## config.mk

```make
export PLATFORM = sky130hd
export DESIGN_NAME = pxdim_scan
export DESIGN_NICKNAME = d
export VERILOG_FILES = /design/src/rtl/pxdim_pkg.sv /design/src/rtl/pxdim_phase.sv /design/src/rtl/pxdim_seq.sv /design/src/rtl/pxdim_ser.sv /design/src/rtl/pxdim_scan.sv
export SDC_FILE = /design/constraint.sdc
export NUM_CORES = 1
export LEC_CHECK = 0
export BUFFER_PORTS_ARGS = -buffer_cell sky130_fd_sc_hd__buf_2
export CORE_UTILIZATION = 50
export CTS_CLUSTER_SIZE = 40
export DETAILED_ROUTE_END_ITERATION = 12
export PLACE_DENSITY = 0.8
export SETUP_SLACK_MARGIN = 0.1
export SYNTH_ARGS = -nofsm -noshare
export SYNTH_HDL_FRONTEND = slang
export SYNTH_HIERARCHICAL = 1
export SYNTH_SLANG_ARGS = --single-unit
```

## constraint.sdc

```tcl
create_clock -name clk -period 3.3 [get_ports clk]
set_input_delay 0.33 -clock clk [delete_from_list [all_inputs] [get_ports clk]]
set_output_delay 0.33 -clock clk [all_outputs]
set_load 0.005 [all_outputs]
```

## src/rtl/pxdim_pkg.sv

```systemverilog
package pxdim_pkg;

  typedef enum logic [1:0] {
    SC_PRIME = 2'd0,
    SC_WAIT  = 2'd1,
    SC_SHIFT = 2'd2,
    SC_LATCH = 2'd3
  } scan_st_t;

  localparam logic [1:0] PHASE_LAST = 2'd2;

  // level of the pixel in slot 0..3 of a byte, slot 0 in the top bits
  function automatic logic [1:0] pix_level(input logic [7:0] b, input logic [1:0] slot);
    logic [1:0] lv;
    case (slot)
      2'd0: lv = b[7:6];
      2'd1: lv = b[5:4];
      2'd2: lv = b[3:2];
      default: lv = b[1:0];
    endcase
    return lv;
  endfunction

  function automatic logic pix_on(input logic [1:0] level, input logic [1:0] phase);
    return level > phase;
  endfunction

  function automatic logic [1:0] phase_next(input logic [1:0] p);
    return (p == PHASE_LAST) ? 2'd0 : p + 2'd1;
  endfunction

endpackage

```

## src/rtl/pxdim_phase.sv

```systemverilog
module pxdim_phase (
  input  logic       clk,
  input  logic       rst,
  input  logic       adv,
  output logic [1:0] phase
);
  import pxdim_pkg::*;

  always_ff @(posedge clk) begin
    if (rst)      phase <= 2'd0;
    else if (adv) phase <= phase_next(phase);
  end
endmodule

```

## src/rtl/pxdim_seq.sv

```systemverilog
module pxdim_seq #(
  parameter int COLS = 128,
  parameter int ROWS = 48,
  localparam int BPR = COLS / 4,
  localparam int CW  = $clog2(COLS),
  localparam int BW  = CW - 2,
  localparam int RW  = $clog2(ROWS),
  localparam int AW  = $clog2(ROWS * BPR)
) (
  input  logic          clk,
  input  logic          rst,
  output logic          rd_req,
  output logic [AW-1:0] rd_addr,
  output logic          load_first,
  output logic          swap,
  output logic [1:0]    slot,
  output logic          shifting,
  output logic          half,
  output logic          latch,
  output logic [RW-1:0] row,
  output logic          frame_end
);
  import pxdim_pkg::*;

  scan_st_t        st;
  logic [CW-1:0]   col;
  logic [BW-1:0]   byte_idx;
  logic [BW-1:0]   rd_byte;
  logic            last_col;
  logic            last_row;
  logic            last_byte;

  function automatic logic [AW-1:0] byte_addr(input logic [RW-1:0] r, input logic [BW-1:0] b);
    return AW'(r) * AW'(BPR) + AW'(b);
  endfunction

  assign byte_idx   = col[CW-1:2];
  assign slot       = col[1:0];
  assign last_col   = (col == CW'(COLS - 1));
  assign last_row   = (row == RW'(ROWS - 1));
  assign last_byte  = (byte_idx == BW'(BPR - 1));
  assign shifting   = (st == SC_SHIFT);
  assign latch      = (st == SC_LATCH);
  assign load_first = (st == SC_WAIT);
  assign frame_end  = latch && last_row;
  assign swap       = shifting && half && (slot == 2'd3);

  always_comb begin
    rd_req  = 1'b0;
    rd_byte = '0;
    if (st == SC_PRIME) begin
      rd_req = 1'b1;
    end else if (shifting && !half && slot == 2'd0 && !last_byte) begin
      rd_req  = 1'b1;
      rd_byte = byte_idx + BW'(1);
    end
  end

  assign rd_addr = byte_addr(row, rd_byte);

  always_ff @(posedge clk) begin
    if (rst) begin
      st   <= SC_PRIME;
      row  <= '0;
      col  <= '0;
      half <= 1'b0;
    end else begin
      case (st)
        SC_PRIME: st <= SC_WAIT;
        SC_WAIT: begin
          st   <= SC_SHIFT;
          col  <= '0;
          half <= 1'b0;
        end
        SC_SHIFT: begin
          half <= ~half;
          if (half) begin
            if (last_col) begin
              st  <= SC_LATCH;
              col <= '0;
            end else begin
              col <= col + CW'(1);
            end
          end
        end
        default: begin
          st  <= SC_PRIME;
          row <= last_row ? '0 : row + RW'(1);
        end
      endcase
    end
  end
endmodule

```

## src/rtl/pxdim_ser.sv

```systemverilog
module pxdim_ser (
  input  logic       clk,
  input  logic       rst,
  input  logic       rd_req,
  input  logic       load_first,
  input  logic       swap,
  input  logic [1:0] slot,
  input  logic       shifting,
  input  logic [1:0] phase,
  input  logic [7:0] fb_rdata,
  output logic       ser_data
);
  import pxdim_pkg::*;

  logic       rd_pend;
  logic [7:0] cur_byte;
  logic [7:0] nxt_byte;

  always_ff @(posedge clk) begin
    if (rst) begin
      rd_pend  <= 1'b0;
      cur_byte <= '0;
      nxt_byte <= '0;
    end else begin
      rd_pend <= rd_req;
      if (rd_pend && load_first) cur_byte <= fb_rdata;
      else if (swap)             cur_byte <= nxt_byte;
      if (rd_pend && !load_first) nxt_byte <= fb_rdata;
    end
  end

  assign ser_data = shifting && pix_on(pix_level(cur_byte, slot), phase);
endmodule

```

## src/rtl/pxdim_scan.sv

```systemverilog
module pxdim_scan #(
  parameter int COLS = 128,
  parameter int ROWS = 48,
  localparam int BPR = COLS / 4,
  localparam int RW  = $clog2(ROWS),
  localparam int AW  = $clog2(ROWS * BPR)
) (
  input  logic          clk,
  input  logic          rst,
  output logic          fb_rd_en,
  output logic [AW-1:0] fb_addr,
  input  logic [7:0]    fb_rdata,
  output logic          ser_data,
  output logic          shift_clk,
  output logic          row_latch,
  output logic [RW-1:0] row_sel
);
  logic       rd_req_w;
  logic       load_first_w;
  logic       swap_w;
  logic [1:0] slot_w;
  logic       shifting_w;
  logic       half_w;
  logic       latch_w;
  logic       frame_end_w;
  logic [1:0] phase_q;

  pxdim_seq #(.COLS(COLS), .ROWS(ROWS)) seq_i (
    .clk(clk), .rst(rst), .rd_req(rd_req_w), .rd_addr(fb_addr),
    .load_first(load_first_w), .swap(swap_w), .slot(slot_w),
    .shifting(shifting_w), .half(half_w), .latch(latch_w),
    .row(row_sel), .frame_end(frame_end_w)
  );

  pxdim_phase phase_i (
    .clk(clk), .rst(rst), .adv(frame_end_w), .phase(phase_q)
  );

  pxdim_ser ser_i (
    .clk(clk), .rst(rst), .rd_req(rd_req_w), .load_first(load_first_w),
    .swap(swap_w), .slot(slot_w), .shifting(shifting_w), .phase(phase_q),
    .fb_rdata(fb_rdata), .ser_data(ser_data)
  );

  assign fb_rd_en  = rd_req_w;
  assign shift_clk = shifting_w && half_w;
  assign row_latch = latch_w;
endmodule

```

Word level (Yosys, flattened, before mapping)
Index checks and enable logic that the tools add are counted.
Word-level totals
  register bits after elaboration: 35
  bits in latches: 0
  RAM bits: 0
  memory bits (read-only): 0
  bits of input ports: 10
  output and inout bits: 21
  logic and storage cells: 62
  memories kept: 0
Cells by class
  $add $sub $neg: 5
  multipliers: 0
  div/mod/pow operators: 0
  order comparisons: 1
  eq/ne operators: 12
  shift-type cells: 0
  muxes and demuxes: 16
  bitwise logic cells: 1
  reduce and logical (&&, ||, !) cells: 19
Operators by type and width (number)
  $mux 8: 2
  $mux 7: 2
  $pmux 7 s2: 1
  $pmux 2 s3: 2
  $add 11x5->11: 1
  $eq 2x2->1 const B: 5
  $mux 5: 2
  $logic_and 1x1->1: 9
  $add 7x1->7 const B: 1
  $eq 7x7->1 const B: 1
  $add 6x1->6 const B: 1
  $eq 6x6->1 const B: 1
  $mux 2: 3
  $mux 6: 1
  $add 5x1->5 const B: 1
  $eq 5x5->1 const B: 1
  $eq 2x1->1 const B: 2
  $logic_not 2->1: 2
  $ne 2x2->1 const B: 2
  $reduce_and 2->1: 2
  $reduce_bool 2->1: 2
  $logic_not 1->1: 3
  $reduce_or 3->1: 1
  $add 2x1->2 const B: 1
  other kinds (4): 5

Longest topological paths before layout
Gate-level depths: netlist of run 1.
  depth in word-level cells: 7
  mapped depth: 7
  depth with buffers taken out: 7

By module
The synthesis of run 1 kept the hierarchy.
Modules (own cells, without submodules)
  pxdim_seq: times used 1, cells each 120, area an instance 997.2 um^2, sequential area each 320.3 um^2
  pxdim_ser: times used 1, cells each 76, area an instance 832.0 um^2, sequential area each 340.3 um^2
  pxdim_phase: times used 1, cells each 8, area an instance 78.8 um^2, sequential area each 40.0 um^2
  pxdim_scan: times used 1, cells each 1, area an instance 6.3 um^2, sequential area each 0.0 um^2

Least setup slack after synthesis of run 1
Ideal clock, no wire load.
  path kind: reg-to-output
  from: reg seq_i.col[1]
  to: out ser_data
  arrival time: 1.538 ns
  slack: 1.432 ns
  cell stages (with the launch flop): 7
  path buffers: 1
  cell sequence: dfxtp_1 > buf_4 > mux4_1 > ha_1 > nand2_1 > nand2_1 > nor2_1
On the way
  longest elaborated chain between the ends: 4
Ends and longest elaborated chain
  start, declared: RTL line pxdim_seq.sv:26  | logic [CW-1:0] col;
  start signal, assigned: RTL line pxdim_seq.sv:82  | col <= col + CW'(1);
  $eq 2x2->1, or another cell as far along: RTL line pxdim_pkg.sv:15  | case (slot)
  $pmux 2 s3 *: RTL line pxdim_pkg.sv:15
  $gt 2x2->1 *: RTL line pxdim_pkg.sv:25  | return level > phase;
  $logic_and 1x1->1 *: RTL line pxdim_ser.sv:32  | assign ser_data = shifting && pix_on(pix_level(cur_byte, slot), phase);
  end, declared: RTL line pxdim_scan.sv:13  | output logic ser_data,
Mark *: on every way between the ends. The rest lies on a longest branch, timed or not.

Worst setup path in the final report of run 1
  from: reg seq_i.col[2]
  to: out fb_rd_en
On the way
  longest elaborated chain between the ends: 5
Ends and longest elaborated chain
  $eq 5x5->1: RTL line pxdim_seq.sv:41  | assign last_byte = (byte_idx == BW'(BPR - 1));
  $logic_not 1->1: RTL line pxdim_seq.sv:53  | end else if (shifting && !half && slot == 2'd0 && !last_byte) begin
  $logic_and 1x1->1: RTL line pxdim_seq.sv:53
  $mux 1: RTL line pxdim_seq.sv:53
  $mux 1: RTL line pxdim_seq.sv:51  | if (st == SC_PRIME) begin
  end, declared: RTL line pxdim_scan.sv:10  | output logic fb_rd_en,
No other way between the ends.

==> summary.txt, run 1 <==
Synth Register Bits -> 35
Min-delay src -> fb_rdata[1]
Post-Place Cell Area -> 0.00200 mm²
Kind of critical path -> register to output pin
Diode count -> 0
Worst-path cell chain -> ha_1 > nand3_2 > inv_2 > ha_1 > and4bb_2 > or2_2 > buf_2
Post-route cell area -> 0.00208 mm²
Worst-skew pair later-pin latency -> 0.28 ns
Avg Cell Area, Syn -> 9.34 µm²
Internal Power -> 0.000791 W
Fill count -> 333
Layout cell share with drive strength beyond 1 -> 0.240
R2R cell count -> 5
Port buffer count -> 30
Final setup viols -> 0
Most frequent cells in the layout -> 35 x dfxtp_1, 30 x buf_2, 25 x nor2_1
Floorplan core area -> 0.00366 mm²
Fin cells -> 273
Drt initial violations -> 97
Reg clk slew, reported paths -> 0.07 ns
Post-CTS setup buffers -> 0
Register area share after synthesis -> 0.366
Cell mode on critical path -> ha_1
Max-Cap Viols -> 0
Lkg Pwr -> 0.843 nW
Synthesized area -> 0.00191 mm²
Crit Path Max Fanout -> 6
Fin Setup TNS -> 0 ns
Final hold vios -> 0
Area grow syn2layout -> 8.63%
Syn Nets -> 226
Period utilization -> 0.719
Sink Count -> 35
Dpl cells -> 265
Status -> complete, no violations
# resized after CTS -> 0
Die area -> 0.00408 mm²
Post-synthesis instance total -> 205
R2r endpoint -> phase_i/phase[0]
Initial antenna violation count -> 0
# DRC -> 0
Share of the synthesized area in the top cell type -> 0.366
CTS Root Buffer Type -> clkbuf_8
Setup Skew -> 0.00473 ns
DPL Wire Length -> 2440 µm
Hold Crit Depth -> 3
Area contributors post-synth -> dfxtp_1 37%, mux2i_1 9.4%, ha_1 7.2%
Psw -> 0.000378 W
Final Power -> 0.00117 W
Unrepaired setup endpoints after global routing -> false
Worst Setup End Kind -> output pin
Num CTS Buffers -> 5
Die width -> 63.9 µm
Slowest stage delay, CP -> 0.43 ns
First-pass GRT wire length -> 5840 µm
Critical Path AT -> 2.04 ns
Hold_buf cts -> 0
TritonRoute pass-1 iters -> 4
F_max -> 421 MHz
Yosys warning count -> 6
Grt ovf -> 0
Tightest Pin Transition -> 0.738 ns
Total GRT Usage -> 0.183
Row count -> 22
Longest Clk Path Bufs -> 2
Reg2Reg Setup Slack -> 1.22 ns
Switching Share -> 0.323
Die H -> 63.9 µm
Initial Util -> 0.523
Critical R2R Launch -> seq_i/st[1]
Slew HR -> 0.508
DR WL/cell -> 12.5 µm
I/O pin cnt -> 31
H-tree levels -> 2
Critical Path RT -> 2.97 ns
Crit path time final -> 2.37 ns
WP depth -> 7
Number of flops mapped to enable cells by yosys -> 0
Synth area leader -> dfxtp_1
Slowest-stage cell, CP -> dfxtp_1
CTS tree -> yes
Vias/cell -> 5.40
Commonest non-fill, non-tap cell in the layout -> dfxtp_1
Max-slew violation count -> 0
Hold WS -> 0.302 ns
CP Buf/Inv Count -> 2
Via Count -> 1473
Final wirelength -> 3420 µm
DRT antenna net count -> 0
Share of power burned in the clock network -> 0.253
Largest net degree at the start of global routing -> 39
NumNets Final -> 245
Startpoint Class -> register
Reg power frac -> 0.457
Yosys cell types -> 48
Synth Flop Type -> dfxtp_1
P per Cell Area -> 562 mW/mm²
Min-Delay Endpoint -> ser_i/nxt_byte[1]
Gpl congestion -> 0.827
Worst hold path type -> input pin to register
Vias in the first global route -> 1331
VDD IR max -> 332 µV
Post-synth ARST share -> 0
Top delay family on crit path -> simple AND/OR/NAND/NOR gates
Combinational power share -> 0.291
==> synthesized netlist by cell type (3+ instances only) <==
master and number:
dfxtp_1 35, nor2_1 25, mux2i_1 18, ha_1 11, a21oi_1 10, inv_1 9, nand2_1 9, a211oi_2 8
buf_4 8, nand3_1 6, nor3_1 6, buf_2 5, nand2b_1 4, nand4_1 4, or3_1 4, buf_6 3
xor2_1 3
==> final cells by class <==
| type | instances | area [µm²] | share of cell area |
|---|---|---|---|
| sequential | 35 | 701 | 0.337 |
| inverter | 10 | 37.5 | 0.0181 |
| timing repair buffer | 30 | 150 | 0.0722 |
| clock inverter | 1 | 5.00 | 0.00241 |
| tap | 48 | 60.1 | 0.0289 |
| multi-input combinational | 142 | 1050 | 0.505 |
| clock buffer | 7 | 76.3 | 0.0367 |
==> registers in the layout (all words and copies together) (netlist names) <==
register / count
phase_i/phase: 2
seq_i/col: 7
seq_i/half: 1
seq_i/row: 6
seq_i/st: 2
ser_i/cur_byte: 8
ser_i/nxt_byte: 8
ser_i/rd_pend: 1
==> worst max path at each step <==
stage / startpoint / endpoint / slack (ns)
finish: seq_i/col[2] / fb_rd_en / 0.93
global route: seq_i/col[2] / fb_rd_en / 0.78
global placement: seq_i/col[1] / ser_data / 1.21
floorplan: seq_i/col[1] / ser_data / 1.43
detailed placement: seq_i/st[1] / phase_i/phase[0] / 1.21
CTS: seq_i/col[2] / fb_rd_en / 0.93
==> stage by stage <==
step | utilization | setup WS [ns]
2_1_floorplan | - | 1.43
3_3_place_gp | 0.546 | 1.21
3_5_place_dp | 0.546 | 1.21
4_1_cts | 0.568 | 0.927
5_1_grt | 0.568 | 0.783
6_report | 0.568 | 0.927
==> power groups by stage <==
stage / logic [W] / registers (W) / clock network, W
4_1_cts: 0.000343 / 0.000534 / 0.000304
2_1_floorplan: 0.000301 / 0.000525 / 0
3_3_place_gp: 0.000335 / 0.000539 / 0
5_1_grt: 0.000379 / 0.000542 / 0.000328
3_5_place_dp: 0.000341 / 0.000543 / 0
6_report: 0.000340 / 0.000534 / 0.000295
==> per-layer routing <==
layer	global-route usage	vias to the layer above	wire length, µm
met3	0.0446	5	128
met1	0.229	693	1630
li1	-	744	-
met5	0	-	0
met4	0.0824	0	51
met2	0.295	31	1620
==> worst min-delay path, delay by kind of cell <==
| kind | cells | cell delay (ns) |
|---|---|---|
| multiplexers | 1 | 0.06 |
| buffers and inverters | 1 | 0.09 |
| AND/OR/NAND/NOR | 1 | 0.07 |
==> cell families after synthesis <==
family,count (synthesis),synth area share
multiplexers,20,0.120
adder cells (fa/ha/maj),11,0.0719
XOR/XNOR,5,0.0229
AO/OA/AOI/OAI,30,0.125
buffers and inverters,28,0.0856
AND/OR/NAND/NOR,76,0.209
flip-flops,35,0.366
Power figures use the tool's default switching activity.
==> run 2: changes to the inputs <==
--- a/config.mk
+++ b/config.mk
@@ -5,11 +5,12 @@
 export SDC_FILE = /design/constraint.sdc
 export NUM_CORES = 1
 export LEC_CHECK = 0
+export ABC_AREA = 1
 export BUFFER_PORTS_ARGS = -buffer_cell sky130_fd_sc_hd__buf_2
 export CORE_UTILIZATION = 50
 export CTS_CLUSTER_SIZE = 40
 export DETAILED_ROUTE_END_ITERATION = 12
-export PLACE_DENSITY = 0.8
+export PLACE_DENSITY = 0.82
 export SETUP_SLACK_MARGIN = 0.1
 export SYNTH_ARGS = -nofsm -noshare
 export SYNTH_HDL_FRONTEND = slang
==> constraint.sdc (replaced) <==
create_clock -name clk -period 2.1 [get_ports clk]
set_input_delay 0.21 -clock clk [delete_from_list [all_inputs] [get_ports clk]]
set_output_delay 0.21 -clock clk [all_outputs]
set_load 0.005 [all_outputs]
==> run 2 against run 1 <==
- combinational power rose by 100%
- register-to-register slack worse by 0.92 ns
- global-route usage up 1.6 points
- final area up 12%
- clock skew up 0.0018 ns
- count of clock-buffer cells in the layout decreased by 2
- clock power increased by 150%
- critical path depth grew 2
- cell count is 34% higher
- die area is 3.8% higher
- first-iteration DRC count decreased by 43%
==> summary.txt, run 2 <==
Initial antenna violation count -> 0
Sink Count -> 35
DR WL/cell -> 10.7 µm
DRT antenna net count -> 0
Register area share after synthesis -> 0.352
Grt ovf -> 0
Unrepaired setup endpoints after global routing -> false
Synth top cells by count -> 73 x nand2_1, 36 x inv_1, 35 x dfxtp_1
VDD IR max -> 585 µV
Period utilization -> 0.913
Biggest regs -> ser_i/cur_byte (8), ser_i/nxt_byte (8), seq_i/col (7)
Drt initial violations -> 55
Lkg Pwr -> 1.06 nW
Avg Cell Area, Syn -> 6.88 µm²
Crit path time final -> 1.92 ns
Max-Cap Viols -> 0
Vias in the first global route -> 1543
Area contributors post-synth -> dfxtp_1 35%, nand2_1 14%, nand3_1 7.5%
Die area -> 0.00423 mm²
Tightest Pin Transition -> 0.593 ns
NumNets Final -> 339
Share of the synthesized area in the top cell type -> 0.352
Setup Skew -> 0.00656 ns
Critical Path RT -> 1.89 ns
Diode count -> 0
Critical R2R Launch -> seq_i/col[0]
Reg clk slew, reported paths -> 0.08 ns
Longest Clk Path Bufs -> 2
I/O pin cnt -> 31
Initial Util -> 0.531
Min-delay src -> fb_rdata[3]
Startpoint Class -> register
Yosys cell types -> 27
R2R cell count -> 10
First-pass GRT wire length -> 6420 µm
Synth Register Bits -> 35
Status -> complete, no violations
Total GRT Usage -> 0.198
Min-Delay Endpoint -> ser_i/nxt_byte[3]
Count leader, synth -> nand2_1
Num CTS Buffers -> 5
Final hold vios -> 0
R2r endpoint -> ser_i/cur_byte[6]
Hold Crit Depth -> 3
Synth Flop Type -> dfxtp_1
Post-synth ARST share -> 0
DPL Wire Length -> 2790 µm
Worst hold path type -> input pin to register
Die H -> 65.1 µm
Row count -> 22
Via Count -> 1807
Most frequent cells in the layout -> 72 x nand2_1, 36 x inv_1, 32 x dfxtp_1
Synthesized area -> 0.00199 mm²
F_max -> 522 MHz
Dpl cells -> 356
Post-synthesis instance total -> 289
Final setup viols -> 0
Gpl congestion -> 0.823
Port buffer count -> 30
Kind of critical path -> register to output pin
Fin cells -> 367
Commonest non-fill, non-tap cell in the layout -> nand2_1
# DRC -> 0
Synth area leader -> dfxtp_1
Slew HR -> 0.604
Number of flops mapped to enable cells by yosys -> 0
Reg2Reg Setup Slack -> 0.30 ns
Final wirelength -> 3930 µm
Syn Nets -> 310
Vias/cell -> 4.92
TritonRoute pass-1 iters -> 4
Layout cell share with drive strength beyond 1 -> 0.213
Hold_buf cts -> 0
Crit Path Max Fanout -> 6
Largest net degree at the start of global routing -> 25
Critical Path AT -> 1.71 ns
CTS tree -> yes
Worst-skew pair later-pin latency -> 0.30 ns
Die width -> 65.1 µm
Fin Setup TNS -> 0 ns
CTS Root Buffer Type -> clkbuf_8
Max-slew violation count -> 0
Yosys warning count -> 6
P per Cell Area -> 979 mW/mm²
Worst Setup End Kind -> output pin
Area grow syn2layout -> 17.3%
H-tree levels -> 2
Floorplan core area -> 0.00374 mm²
run 2: cell count changes in the layout (fill, tap and decap cells not counted), moves of 5 or more:
cell	delta
nand3_1	+24
nor2_1	+6
nand2_2	+6
buf_4	+6
nor3_1	-5
o21ai_0	+9
a211oi_2	-8
a21oi_1	+11
inv_1	+27
mux2i_1	-18
nand2_1	+63
run 2: critical path: stages (launching register included):
cell and delay, ns:
dfxtp_4 0.36, buf_4 0.14, o21ai_1 0.14, nand3_1 0.09, o21ai_0 0.10, ha_1 0.26, nand2_1 0.06, nand2_1 0.04
nor2_1 0.09, buf_2 0.12
run 2: timing repair:
item | in CTS | in global routing
pin swaps | 0 | 3
setup buffers | 0 | 3
setup endpoints to repair | 3 | 7
resized for setup | 4 | 11
run 2: final cells by class:
class                      count  area, µm²
sequential                    35        712
clock buffer                   5       68.8
clock inverter                 3       67.6
inverter                      38        143
timing repair buffer          36        195
tap                           48       60.1
multi-input combinational    202       1090
fill                         351       1410
run 2: per-layer routing:
layer  GRT usage  part of all wire
met5           0                 0
met3      0.0493             0.041
met4      0.0897             0.013
met2       0.336              0.49
met1       0.234              0.46
run 2: worst max-delay path by stage:
stage                  from        to  cells after the start  slack, ns
3_3_place_gp   seq_i/col[0]  ser_data                      9       0.33
3_5_place_dp   seq_i/col[0]  ser_data                      9       0.31
2_1_floorplan  seq_i/col[0]  ser_data                      9       0.47
4_1_cts        seq_i/col[0]  ser_data                      9       0.09
6_report       seq_i/col[0]  ser_data                      9       0.18
5_1_grt        seq_i/col[1]  ser_data                     10       0.12
run 2: logic make-up after synthesis:
logic type | after synthesis | share of synthesized area
AOI/OAI and AO/OA | 38 | 0.103
xor gates and xnor gates | 6 | 0.0264
adders and majority gates | 11 | 0.0692
buffers and inverters | 52 | 0.126
DFF | 35 | 0.352
and+or+nand+nor | 147 | 0.323
run 2: metrics by stage:
| stage | area (µm²) | setup slack, ns | utilization | power (W) | hold WS, ns |
|---|---|---|---|---|---|
| finish | 2330 | 0.184 | 0.623 | 0.00228 | 0.167 |
| global route | 2330 | 0.116 | 0.623 | 0.00243 | 0.176 |
| CTS | 2260 | 0.0949 | 0.603 | 0.00226 | 0.169 |
| detailed placement | 2110 | 0.309 | 0.565 | 0.00154 | 0.457 |
| global placement | 2110 | 0.327 | 0.565 | 0.00152 | 0.455 |
| floorplan | 1990 | 0.471 | - | 0.00141 | 0.279 |
run 2: power breakdown:
part / internal [W] / leakage, nW / total (W) / switching [W]
clock: 0.000473 / 0.0644 / 0.000727 / 0.000253
combinational: 0.000269 / 0.708 / 0.000688 / 0.000419
sequential: 0.000764 / 0.287 / 0.000869 / 0.000105
total: 0.00151 / 1.06 / 0.00228 / 0.000778
==> run 3: changes to the inputs <==
==> constraint.sdc (replaced) <==
create_clock -name clk -period 2.1 [get_ports clk]
set_input_delay 0.42 -clock clk [delete_from_list [all_inputs] [get_ports clk]]
set_output_delay 0.42 -clock clk [all_outputs]
set_load 0.005 [all_outputs]
==> run 3 against run 2 <==
- fmax down 5.5%
- non-clock buffer count is 8 higher
- cell count increased by 2.2%
- final area grew 4.5%
- count of clock-buffer cells in the layout is 3 higher
- total power is 5.2% lower
- core utilization is 2.8 points higher
- sequential cell count unchanged
- sequential power hardly changed
- via count increased by 5.8%
- critical path depth shrank 1
- highest routed layer unchanged
==> summary.txt, run 3 (synthesis gave the netlist of run 2 again) <==
Fin Setup TNS -> 0 ns
Vias in the first global route -> 1647
FF+latch area -> 716 µm²
Critical Path AT -> 1.61 ns
Crit Path Max Fanout -> 7
Most frequent cells in the layout -> 70 x nand2_1, 33 x inv_1, 31 x dfxtp_1
Drt initial violations -> 85
VDD IR max -> 520 µV
Layout cell share with drive strength beyond 1 -> 0.269
Largest net degree at the start of global routing -> 17
Final setup viols -> 0
Min-delay src -> fb_rdata[5]
# DRC -> 0
Critical Path RT -> 1.68 ns
Num CTS Buffers -> 5
Slew HR -> 0.653
Die width -> 65.1 µm
Kind of critical path -> register to output pin
I/O pin cnt -> 31
P per Cell Area -> 888 mW/mm²
Reg2Reg Setup Slack -> 0.28 ns
Setup Skew -> 0.00611 ns
Area grow syn2layout -> 22.6%
Unrepaired setup endpoints after global routing -> true
Longest Clk Path Bufs -> 2
Critical R2R Launch -> seq_i/col[0]
TritonRoute pass-1 iters -> 4
Max-Cap Viols -> 0
Status -> complete, no violations
Lkg Pwr -> 1.12 nW
DPL Wire Length -> 2960 µm
Vias/cell -> 5.10
Hold Crit Depth -> 3
Floorplan core area -> 0.00374 mm²
Initial antenna violation count -> 0
First-pass GRT wire length -> 7390 µm
Final hold vios -> 0
Hold WS -> 0.379 ns
Startpoint Class -> register
NumNets Final -> 347
Core Util, Final -> 0.651
CTS tree -> yes
Crit path time final -> 2.03 ns
Row count -> 22
Final wirelength -> 4480 µm
Worst-skew pair later-pin latency -> 0.29 ns
Port buffer count -> 30
Multi-input gate area -> 0.00116 mm²
Hold_buf cts -> 0
Diode count -> 0
Biggest regs -> ser_i/cur_byte (8), ser_i/nxt_byte (8), seq_i/col (7)
Commonest non-fill, non-tap cell in the layout -> nand2_1
Total GRT Usage -> 0.227
Max-slew violation count -> 0
Die H -> 65.1 µm
Reg clk slew, reported paths -> 0.07 ns
R2R cell count -> 8
Gpl congestion -> 0.841
Grt ovf -> 0
Min-Delay Endpoint -> ser_i/nxt_byte[5]
F_max -> 493 MHz
CTS Root Buffer Type -> clkbuf_8
DR WL/cell -> 12.0 µm
Initial Util -> 0.531
Worst hold path type -> input pin to register
H-tree levels -> 2
Via Count -> 1911
Die area -> 0.00423 mm²
Period utilization -> 0.966
DRT antenna net count -> 0
Tightest Pin Transition -> 0.520 ns
Worst Setup End Kind -> output pin
Sink Count -> 35
R2r endpoint -> ser_i/cur_byte[6]
Fill count -> 331
-- run 3: worst max path at each step --
stage                     cells past startpoint          from    endpoint
final                                         8  seq_i/col[0]    ser_data
after global routing                          8  seq_i/col[1]    ser_data
after CTS                                     8  seq_i/col[2]  fb_addr[2]
after detailed placement                      8  seq_i/col[2]  fb_addr[2]
after global placement                        8  seq_i/col[2]  fb_addr[2]
after floorplan                               9  seq_i/col[0]    ser_data
-- run 3: per-layer routing --
metal / wire length (µm) / track usage / up-vias
li1: - / - / 976
met1: 2030 / 0.276 / 875
met2: 2160 / 0.383 / 51
met3: 202 / 0.0493 / 9
met4: 92 / 0.101 / 0
met5: 0 / 0 / -
-- run 3: power breakdown --
| group | internal, W | switching [W] | total (W) |
|---|---|---|---|
| registers | 0.000763 | 0.000106 | 0.000869 |
| clock network | 0.000299 | 0.000240 | 0.000539 |
| logic | 0.000290 | 0.000467 | 0.000756 |
-- run 3: area by class of cell --
type,count,area share
well taps,48,0.0246
multi-input cells,202,0.475
clock buffers,8,0.0410
flip-flops and latches,35,0.293
repair buffers,44,0.108
inverters,38,0.0585
-- run 3: critical path: stages, from the launching register on --
cell and delay [ns]:
dfxtp_4 0.40, nand2_2 0.06, or2_4 0.22, nand2_2 0.06, inv_2 0.04, ha_4 0.25
a21oi_1 0.06, nor2_1 0.10, buf_2 0.12
-- run 3: per-stage QoR --
step	setup slack (ns)	cells	power [W]	instance area, µm²
global route	0.000584	375	0.00231	2440
global placement	0.188	358	0.00153	2130
floorplan	0.261	289	0.00141	1990
CTS	0.0863	371	0.00213	2360
detailed placement	0.172	358	0.00155	2130
finish	0.0714	375	0.00216	2440
-- run 3: what timing repair did --
action,4_1_cts,5_1_grt
setup endpoints to repair,7,15
pin swaps,10,8
buffers inserted,5,4
gates resized for setup,29,11
